--- config.mk ---
export PLATFORM = sky130hd
export DESIGN_NAME = irq_prio_resolver
export DESIGN_NICKNAME = d
export VERILOG_FILES = /design/src/rtl/irqr_pkg.sv /design/src/rtl/irqr_find.sv /design/src/rtl/irqr_cmd.sv /design/src/rtl/irq_prio_resolver.sv
export SDC_FILE = /design/constraint.sdc
export NUM_CORES = 1
export LEC_CHECK = 0
export CAP_MARGIN = 5
export CELL_PAD_IN_SITES_DETAIL_PLACEMENT = 2
export CELL_PAD_IN_SITES_GLOBAL_PLACEMENT = 2
export CORE_UTILIZATION = 43
export DETAILED_ROUTE_END_ITERATION = 16
export DONT_BUFFER_PORTS = 1
export PLACE_DENSITY = 0.9
export REMOVE_ABC_BUFFERS = 1
export SETUP_SLACK_MARGIN = 0.1
export SYNTH_ARGS = -nofsm -noshare
export SYNTH_HDL_FRONTEND = slang
export SYNTH_HIERARCHICAL = 1
export SYNTH_SLANG_ARGS = --single-unit
--- constraint.sdc ---
create_clock -name clk -period 18.3 [get_ports clk]
set_clock_uncertainty 0.2 [all_clocks]
set_input_delay 5.49 -clock clk [delete_from_list [all_inputs] [get_ports clk]]
set_output_delay 5.49 -clock clk [all_outputs]
set_load 0.1 [all_outputs]
--- src/rtl/irqr_pkg.sv ---
package irqr_pkg;
  localparam int NLINES = 8;
  localparam int LW     = $clog2(NLINES);
  localparam int PW     = LW + 1;

  typedef enum logic [2:0] {
    CMD_ROT_OFF = 3'd0,
    CMD_EOI_ANY = 3'd1,
    CMD_NOP     = 3'd2,
    CMD_EOI_ONE = 3'd3,
    CMD_ROT_ON  = 3'd4,
    CMD_EOI_ROT = 3'd5,
    CMD_SET_PRI = 3'd6,
    CMD_ONE_ROT = 3'd7
  } cmd_code_e;

  // Rotated scan: position p looks at line (p + base) mod NLINES.
  // Returns NLINES when nothing is set.
  function automatic logic [PW-1:0] scan_prio(logic [NLINES-1:0] v, logic [LW-1:0] base);
    logic [PW-1:0] r;
    r = PW'(NLINES);
    for (int p = NLINES - 1; p >= 0; p--) begin
      if (v[LW'(p) + base]) r = PW'(p);
    end
    return r;
  endfunction

  function automatic logic [LW-1:0] prio_to_line(logic [PW-1:0] prio, logic [LW-1:0] base);
    return prio[LW-1:0] + base;
  endfunction
endpackage

--- src/rtl/irqr_find.sv ---
module irqr_find
  import irqr_pkg::*;
(
  input  logic [NLINES-1:0] vec_i,
  input  logic [LW-1:0]     base_i,
  output logic [PW-1:0]     prio_o,
  output logic              hit_o,
  output logic [LW-1:0]     line_o
);
  always_comb begin
    prio_o = scan_prio(vec_i, base_i);
    hit_o  = (prio_o != PW'(NLINES));
    line_o = prio_to_line(prio_o, base_i);
  end
endmodule

--- src/rtl/irqr_cmd.sv ---
module irqr_cmd
  import irqr_pkg::*;
(
  input  logic              cmd_we_i,
  input  logic [7:0]        cmd_data_i,
  input  logic              isr_hit_i,
  input  logic [LW-1:0]     isr_line_i,
  output logic [NLINES-1:0] eoi_clr_o,
  output logic              base_ld_o,
  output logic [LW-1:0]     base_val_o,
  output logic              rot_ld_o,
  output logic              rot_val_o
);
  cmd_code_e     code;
  logic [LW-1:0] arg;

  always_comb begin
    code       = cmd_code_e'(cmd_data_i[7:5]);
    arg        = cmd_data_i[LW-1:0];
    eoi_clr_o  = '0;
    base_ld_o  = 1'b0;
    base_val_o = '0;
    rot_ld_o   = 1'b0;
    rot_val_o  = 1'b0;
    if (cmd_we_i) begin
      unique case (code)
        CMD_EOI_ANY, CMD_EOI_ROT: begin
          if (isr_hit_i) begin
            eoi_clr_o[isr_line_i] = 1'b1;
            base_ld_o  = (code == CMD_EOI_ROT);
            base_val_o = isr_line_i + LW'(1);
          end
        end
        CMD_EOI_ONE, CMD_ONE_ROT: begin
          eoi_clr_o[arg] = 1'b1;
          base_ld_o  = (code == CMD_ONE_ROT);
          base_val_o = arg + LW'(1);
        end
        CMD_SET_PRI: begin
          base_ld_o  = 1'b1;
          base_val_o = arg + LW'(1);
        end
        CMD_ROT_OFF, CMD_ROT_ON: begin
          rot_ld_o  = 1'b1;
          rot_val_o = (code == CMD_ROT_ON);
        end
        default: ;
      endcase
    end
  end
endmodule

--- src/rtl/irq_prio_resolver.sv ---
module irq_prio_resolver
  import irqr_pkg::*;
#(
  parameter bit      IS_PRIMARY   = 1'b1,
  parameter int      CASCADE_LINE = 2
) (
  input  logic              clk,
  input  logic              rst_n,
  input  logic [7:0]        pend_i,
  input  logic [7:0]        mask_i,
  input  logic              cmd_we_i,
  input  logic [7:0]        cmd_data_i,
  input  logic              ack_i,
  input  logic [2:0]        ack_line_i,
  input  logic              aeoi_en_i,
  input  logic              sfn_en_i,
  output logic              irq_o,
  output logic [2:0]        win_line_o,
  output logic [7:0]        isr_o
);
  logic [NLINES-1:0] isr_q, isr_d;
  logic [LW-1:0]     base_q, base_d;
  logic              rot_q, rot_d;

  // Named internal events
  logic [NLINES-1:0] cand_vec, cmp_vec, eoi_clr, ack_set;
  logic [PW-1:0]     req_prio, cmp_prio, isr_prio;
  logic              req_hit, cmp_hit, isr_hit;
  logic [LW-1:0]     req_line, cmp_line, isr_line;
  logic              base_ld, rot_ld, rot_val, ack_rotate;
  logic [LW-1:0]     base_val;

  assign cand_vec = pend_i & ~mask_i;

  always_comb begin
    cmp_vec = isr_q;
    if (IS_PRIMARY && sfn_en_i) cmp_vec[CASCADE_LINE] = 1'b0;
  end

  irqr_find u_req (.vec_i(cand_vec), .base_i(base_q),
                   .prio_o(req_prio), .hit_o(req_hit), .line_o(req_line));
  irqr_find u_cmp (.vec_i(cmp_vec),  .base_i(base_q),
                   .prio_o(cmp_prio), .hit_o(cmp_hit), .line_o(cmp_line));
  irqr_find u_isr (.vec_i(isr_q),    .base_i(base_q),
                   .prio_o(isr_prio), .hit_o(isr_hit), .line_o(isr_line));

  irqr_cmd u_cmd (
    .cmd_we_i  (cmd_we_i),
    .cmd_data_i(cmd_data_i),
    .isr_hit_i (isr_hit),
    .isr_line_i(isr_line),
    .eoi_clr_o (eoi_clr),
    .base_ld_o (base_ld),
    .base_val_o(base_val),
    .rot_ld_o  (rot_ld),
    .rot_val_o (rot_val)
  );

  always_comb begin
    ack_set = '0;
    if (ack_i && !aeoi_en_i) ack_set[ack_line_i] = 1'b1;
  end
  assign ack_rotate = ack_i && rot_q;

  always_comb begin
    isr_d  = (isr_q & ~eoi_clr) | ack_set;
    base_d = base_q;
    if (ack_rotate)   base_d = ack_line_i + LW'(1);
    else if (base_ld) base_d = base_val;
    rot_d  = rot_ld ? rot_val : rot_q;
  end

  always_ff @(posedge clk or negedge rst_n) begin
    if (!rst_n) begin
      isr_q  <= '0;
      base_q <= '0;
      rot_q  <= 1'b0;
    end else begin
      isr_q  <= isr_d;
      base_q <= base_d;
      rot_q  <= rot_d;
    end
  end

  assign irq_o      = req_hit && (req_prio < cmp_prio);
  assign win_line_o = irq_o ? req_line : '0;
  assign isr_o      = isr_q;
endmodule

# Word-level counts from Yosys, hierarchy flattened
# Cells that the tools add are included.
dict set report classes {
  addsub 12
  n_lt_le_gt_ge 15
  eq_ne 8
  mux 96
  bitwise 5
  reduce_logical 13
}
# cell n
set ops {}
lappend ops {{2-to-1 mux 4 bit} 24}
lappend ops {{binary-select mux 1 bit (select 3 bit)} 24}
lappend ops {{less-than comparator 3 x 4 -> 1 bit (second input constant)} 11}
lappend ops {{2-to-1 mux 1 bit} 34}
lappend ops {{2-to-1 mux 8 bit} 3}
lappend ops {{bitwise AND 8 bit} 2}
lappend ops {{NOT 8 bit} 2}
lappend ops {{one-hot mux 8 bit (2 select lines)} 1}
lappend ops {{2-to-1 mux 3 bit} 5}
lappend ops {{adder 3 bit (first input constant)} 4}
lappend ops {{== test 3 bit (second input constant)} 4}
lappend ops {{adder 3 x 1 -> 3 bit (second input constant)} 3}
lappend ops {{demux 1 bit (select 3 bit)} 3}
lappend ops {{greater-or-equal comparator 3 x 1 -> 1 bit (second input constant)} 3}
lappend ops {{inequality test 4 bit (second input constant)} 2}
lappend ops {{bitwise OR 8 bit} 1}
lappend ops {{adder 2 x 3 -> 3 bit (first input constant)} 2}
lappend ops {{adder 3 bit} 2}
lappend ops {{logical AND 1 bit} 6}
lappend ops {{one-hot mux 3 bit (2 select lines)} 1}
lappend ops {{OR reduction 2 bit} 3}
lappend ops {{less-than comparator 4 bit} 1}
lappend ops {{adder 1 x 3 -> 3 bit (first input constant)} 1}
lappend ops {{== test 3 x 1 -> 1 bit (second input constant)} 1}
lappend ops {{6 further kinds} 6}
dict set report word_totals {
  register_bits 12
  in_bits 33
  output_inout_bits 12
  word_cells 152
}

# Depth between registers and ports, before layout
dict set report logic_depth {
  depth_word 22
  depth_mapped 18
  mapped_depth_nobuf 16
}

# Hierarchy
# Netlist, hierarchy kept.
# module instances cells_per_inst area_per_inst_um2 seq_area_each_um2
set by_module_without_submodules {}
lappend by_module_without_submodules {irqr_find 3 86 720.7 0.0}
lappend by_module_without_submodules {irq_prio_resolver 1 76 734.5 300.3}
lappend by_module_without_submodules {irqr_cmd 1 42 309.0 0.0}

# Least setup slack after synthesis
# OpenSTA, ideal clock, no wires.
dict set report synth_path {
  path_type {input to output}
  from {in pend_i[6]}
  to {out win_line_o[0]}
  t_arrival_ns 8.624
  slack_ns 3.986
  cell_stages 10
  cell_sequence {nor2b_1 -> mux4_1 -> mux2_2 -> a31oi_1 -> nand2_1 -> or3_1 -> inv_2 -> ha_1 -> a211oi_1 -> and3_1}
}
dict set report synth_via {
  elab_chain_cells 14
  elab_cells_between_ends 30
  classes_between {add/sub: 1; order compare: 1; eq/ne: 1; mux: 25; bitwise: 1; reduce/logical: 1}
}
# item line_no
set synth_lines {}
lappend synth_lines {{start, declared} irq_prio_resolver.sv:9} ;# input logic [7:0] pend_i,
lappend synth_lines {{bitwise AND 8 bit *} irq_prio_resolver.sv:33} ;# assign cand_vec = pend_i & ~mask_i;
lappend synth_lines {{binary-select mux 1 bit (select 3 bit)} irqr_pkg.sv:23} ;# if (v[LW'(p) + base]) r = PW'(p);
lappend synth_lines {{2-to-1 mux 1 bit (implied by the code)} irqr_pkg.sv:23}
lappend synth_lines {{2-to-1 mux 4 bit (7 in series)} irqr_pkg.sv:23}
lappend synth_lines {{2-to-1 mux 4 bit *} irqr_pkg.sv:23}
lappend synth_lines {{inequality test 4 bit *} irqr_find.sv:12} ;# hit_o = (prio_o != PW'(NLINES));
lappend synth_lines {{via req_hit} irq_prio_resolver.sv:28} ;# logic req_hit, cmp_hit, isr_hit;
lappend synth_lines {{logical AND 1 bit *} irq_prio_resolver.sv:85} ;# assign irq_o = req_hit && (req_prio < cmp_prio);
lappend synth_lines {{2-to-1 mux 3 bit *} irq_prio_resolver.sv:86} ;# assign win_line_o = irq_o ? req_line : '0;
lappend synth_lines {{end, declared} irq_prio_resolver.sv:18} ;# output logic [2:0] win_line_o,
# Mark *: on every way through the listed nets, which the timed path passes. The rest lies on a longest branch. The select of a mux whose other input is x is not followed.

# Final worst setup path
# Same ends and word-level chain as after synthesis.

==> metrics.txt <==
area of the core=6870 um2; vias=2846; Max-Cap Viols=0; H-tree levels=1; fraction of layout cells with a size suffix above 1=18.8%; Slowest-stage cell, CP=and3_1; crit start category=input pin; unrepaired setup endpoints after global routing=false; first-pass GRT wire length=16300 um; Slew HR=17.0%; clock slew at reported path FFs=0.06 ns; die area=7570 um2; GRT Util Overall=27.4%; RD Place Congestion=0.770; number of global-route vias before repair=3196; Post-Syn Area=3110 um2; Area growth syn-to-layout=2.78%; Crit. End Element=primary output; min Tclk post-route=14.72 ns; Ys Warns=6; # nets final=396; Initial DRT Pass Iterations=4; antenna violations before repair=0; latest clock arrival within the worst-skew pair=0.24 ns; Initial Util=45.2%; CTS sink count=12; final hold violation count=0; Ant. Diodes=0; Fmax achieved=67.9 MHz; post-CTS setup buffers=0; standard-cell row count=30; CTS tree=built; hold slack=0.331 ns; Bufs and invs on worst path=1; Non-Filler Instances=442; final slew viol count=0; Die Ht=87.0 um; total congestion overflow=0; worst slew pin tran=1.25 ns; crit-path max FO=6; Post-Synthesis Cells=363; hold_buf cts=0; WL per Instance=22.5 um; Critical Path AT=9.03 ns; Multi-input gate area=2550 um2; clk root buf=clkbuf_8; kind of critical path=input pin to primary output; Critical Path Max Stage Delay=0.87 ns; family with the most delay on the worst path=simple AND/OR/NAND/NOR gates; starting DRC count in detailed routing=56; number of fill cells=778; drt drc=0; Top Ports=45; CP required=12.61 ns; dpl hpwl=7600 um; CTS max path bufs=2; post_cts resized=0; setup tns final=0 ns; DRT antenna net count=0; syn avg cell area=8.56 um2; input/output buffers=0; status=completed; final setup violating endpoints=0; Sequential Area=303 um2; Die Width=87.0 um; commonest non-fill, non-tap cell in the layout=nand2_1; WL final=9950 um; worst path cell trace=nor2b_1 > mux4_1 > mux2_2 > a31oi_1 > nand2_1 > or3_1 > inv_2 > ha_1 > a211oi_1 > and3_1; Cells after DPL=438; Hold WC Path Type=flip-flop to flip-flop; Final period util=80.4%; largest net degree at the start of global routing=70; vias per cell=6.44; commonest non-fill, non-tap cells in the layout=nand2_1 (35), inv_1 (23), nand3_1 (22); Num CTS Buffers=3
registers in the layout, summed over array words and instances (netlist names):
| signal | flops |
|---|---|
| isr_o | 8 |
| rot_q | 1 |
| base_q | 3 |
worst register-to-register path: stages (launching register included):
cell and delay [ns]:
dfrtp_2 0.34, buf_4 0.54, inv_1 0.21, ha_1 0.53, mux2_1 0.40, or3_1 0.32, a31oi_1 0.42, mux2_2 0.26
nand2_1 0.06, o21ai_0 0.12, fa_1 0.58, ha_1 0.26, xor2_1 0.19, nand4b_1 0.13, a21oi_1 0.17, mux2i_1 0.11
a21oi_1 0.16
path summary, 6_finish.rpt:
path / startpoint / depth (start not counted) / endpoint / slack [ns]
max in group asynchronous: rst_n / 0 / base_q[1] / 13.09
hold / removal: rot_q / 1 / rot_q / 0.33
setup reg to reg: base_q[0] / 16 / base_q[2] / 13.23
setup / recovery: pend_i[6] / 10 / win_line_o[0] / 3.58
hold reg to reg: rot_q / 1 / rot_q / 0.33
min in group asynchronous: rst_n / 0 / base_q[0] / 4.74
routing by layer:
| metal | global-route usage, % | wire [um] |
|---|---|---|
| met2 | 52.3 | 5340 |
| met4 | 8.79 | 208 |
| met3 | 3.32 | 337 |
| met5 | 0 | 0 |
| met1 | 31.6 | 4060 |
through the flow:
step	instance area, um2	worst slack [ns]	util [%]
2_1_floorplan	2950	3.99	-
3_3_place_gp	3140	3.69	45.7
3_5_place_dp	3140	3.57	45.7
4_1_cts	3190	3.57	46.5
5_1_grt	3190	3.35	46.5
6_report	3190	3.58	46.5
cell type report:
cell class,count,area share [%]
Multi-Input combinational cell,296,80.0
Sequential cell,12,9.49
Tap cell,96,3.76
Inverter,25,2.94
Timing Repair Buffer,9,2.12
Clock buffer,4,1.72
Power is left out: the tool's default activity adds up to more than one toggle a clock period on the data nets, which glitch-free logic cannot reach.
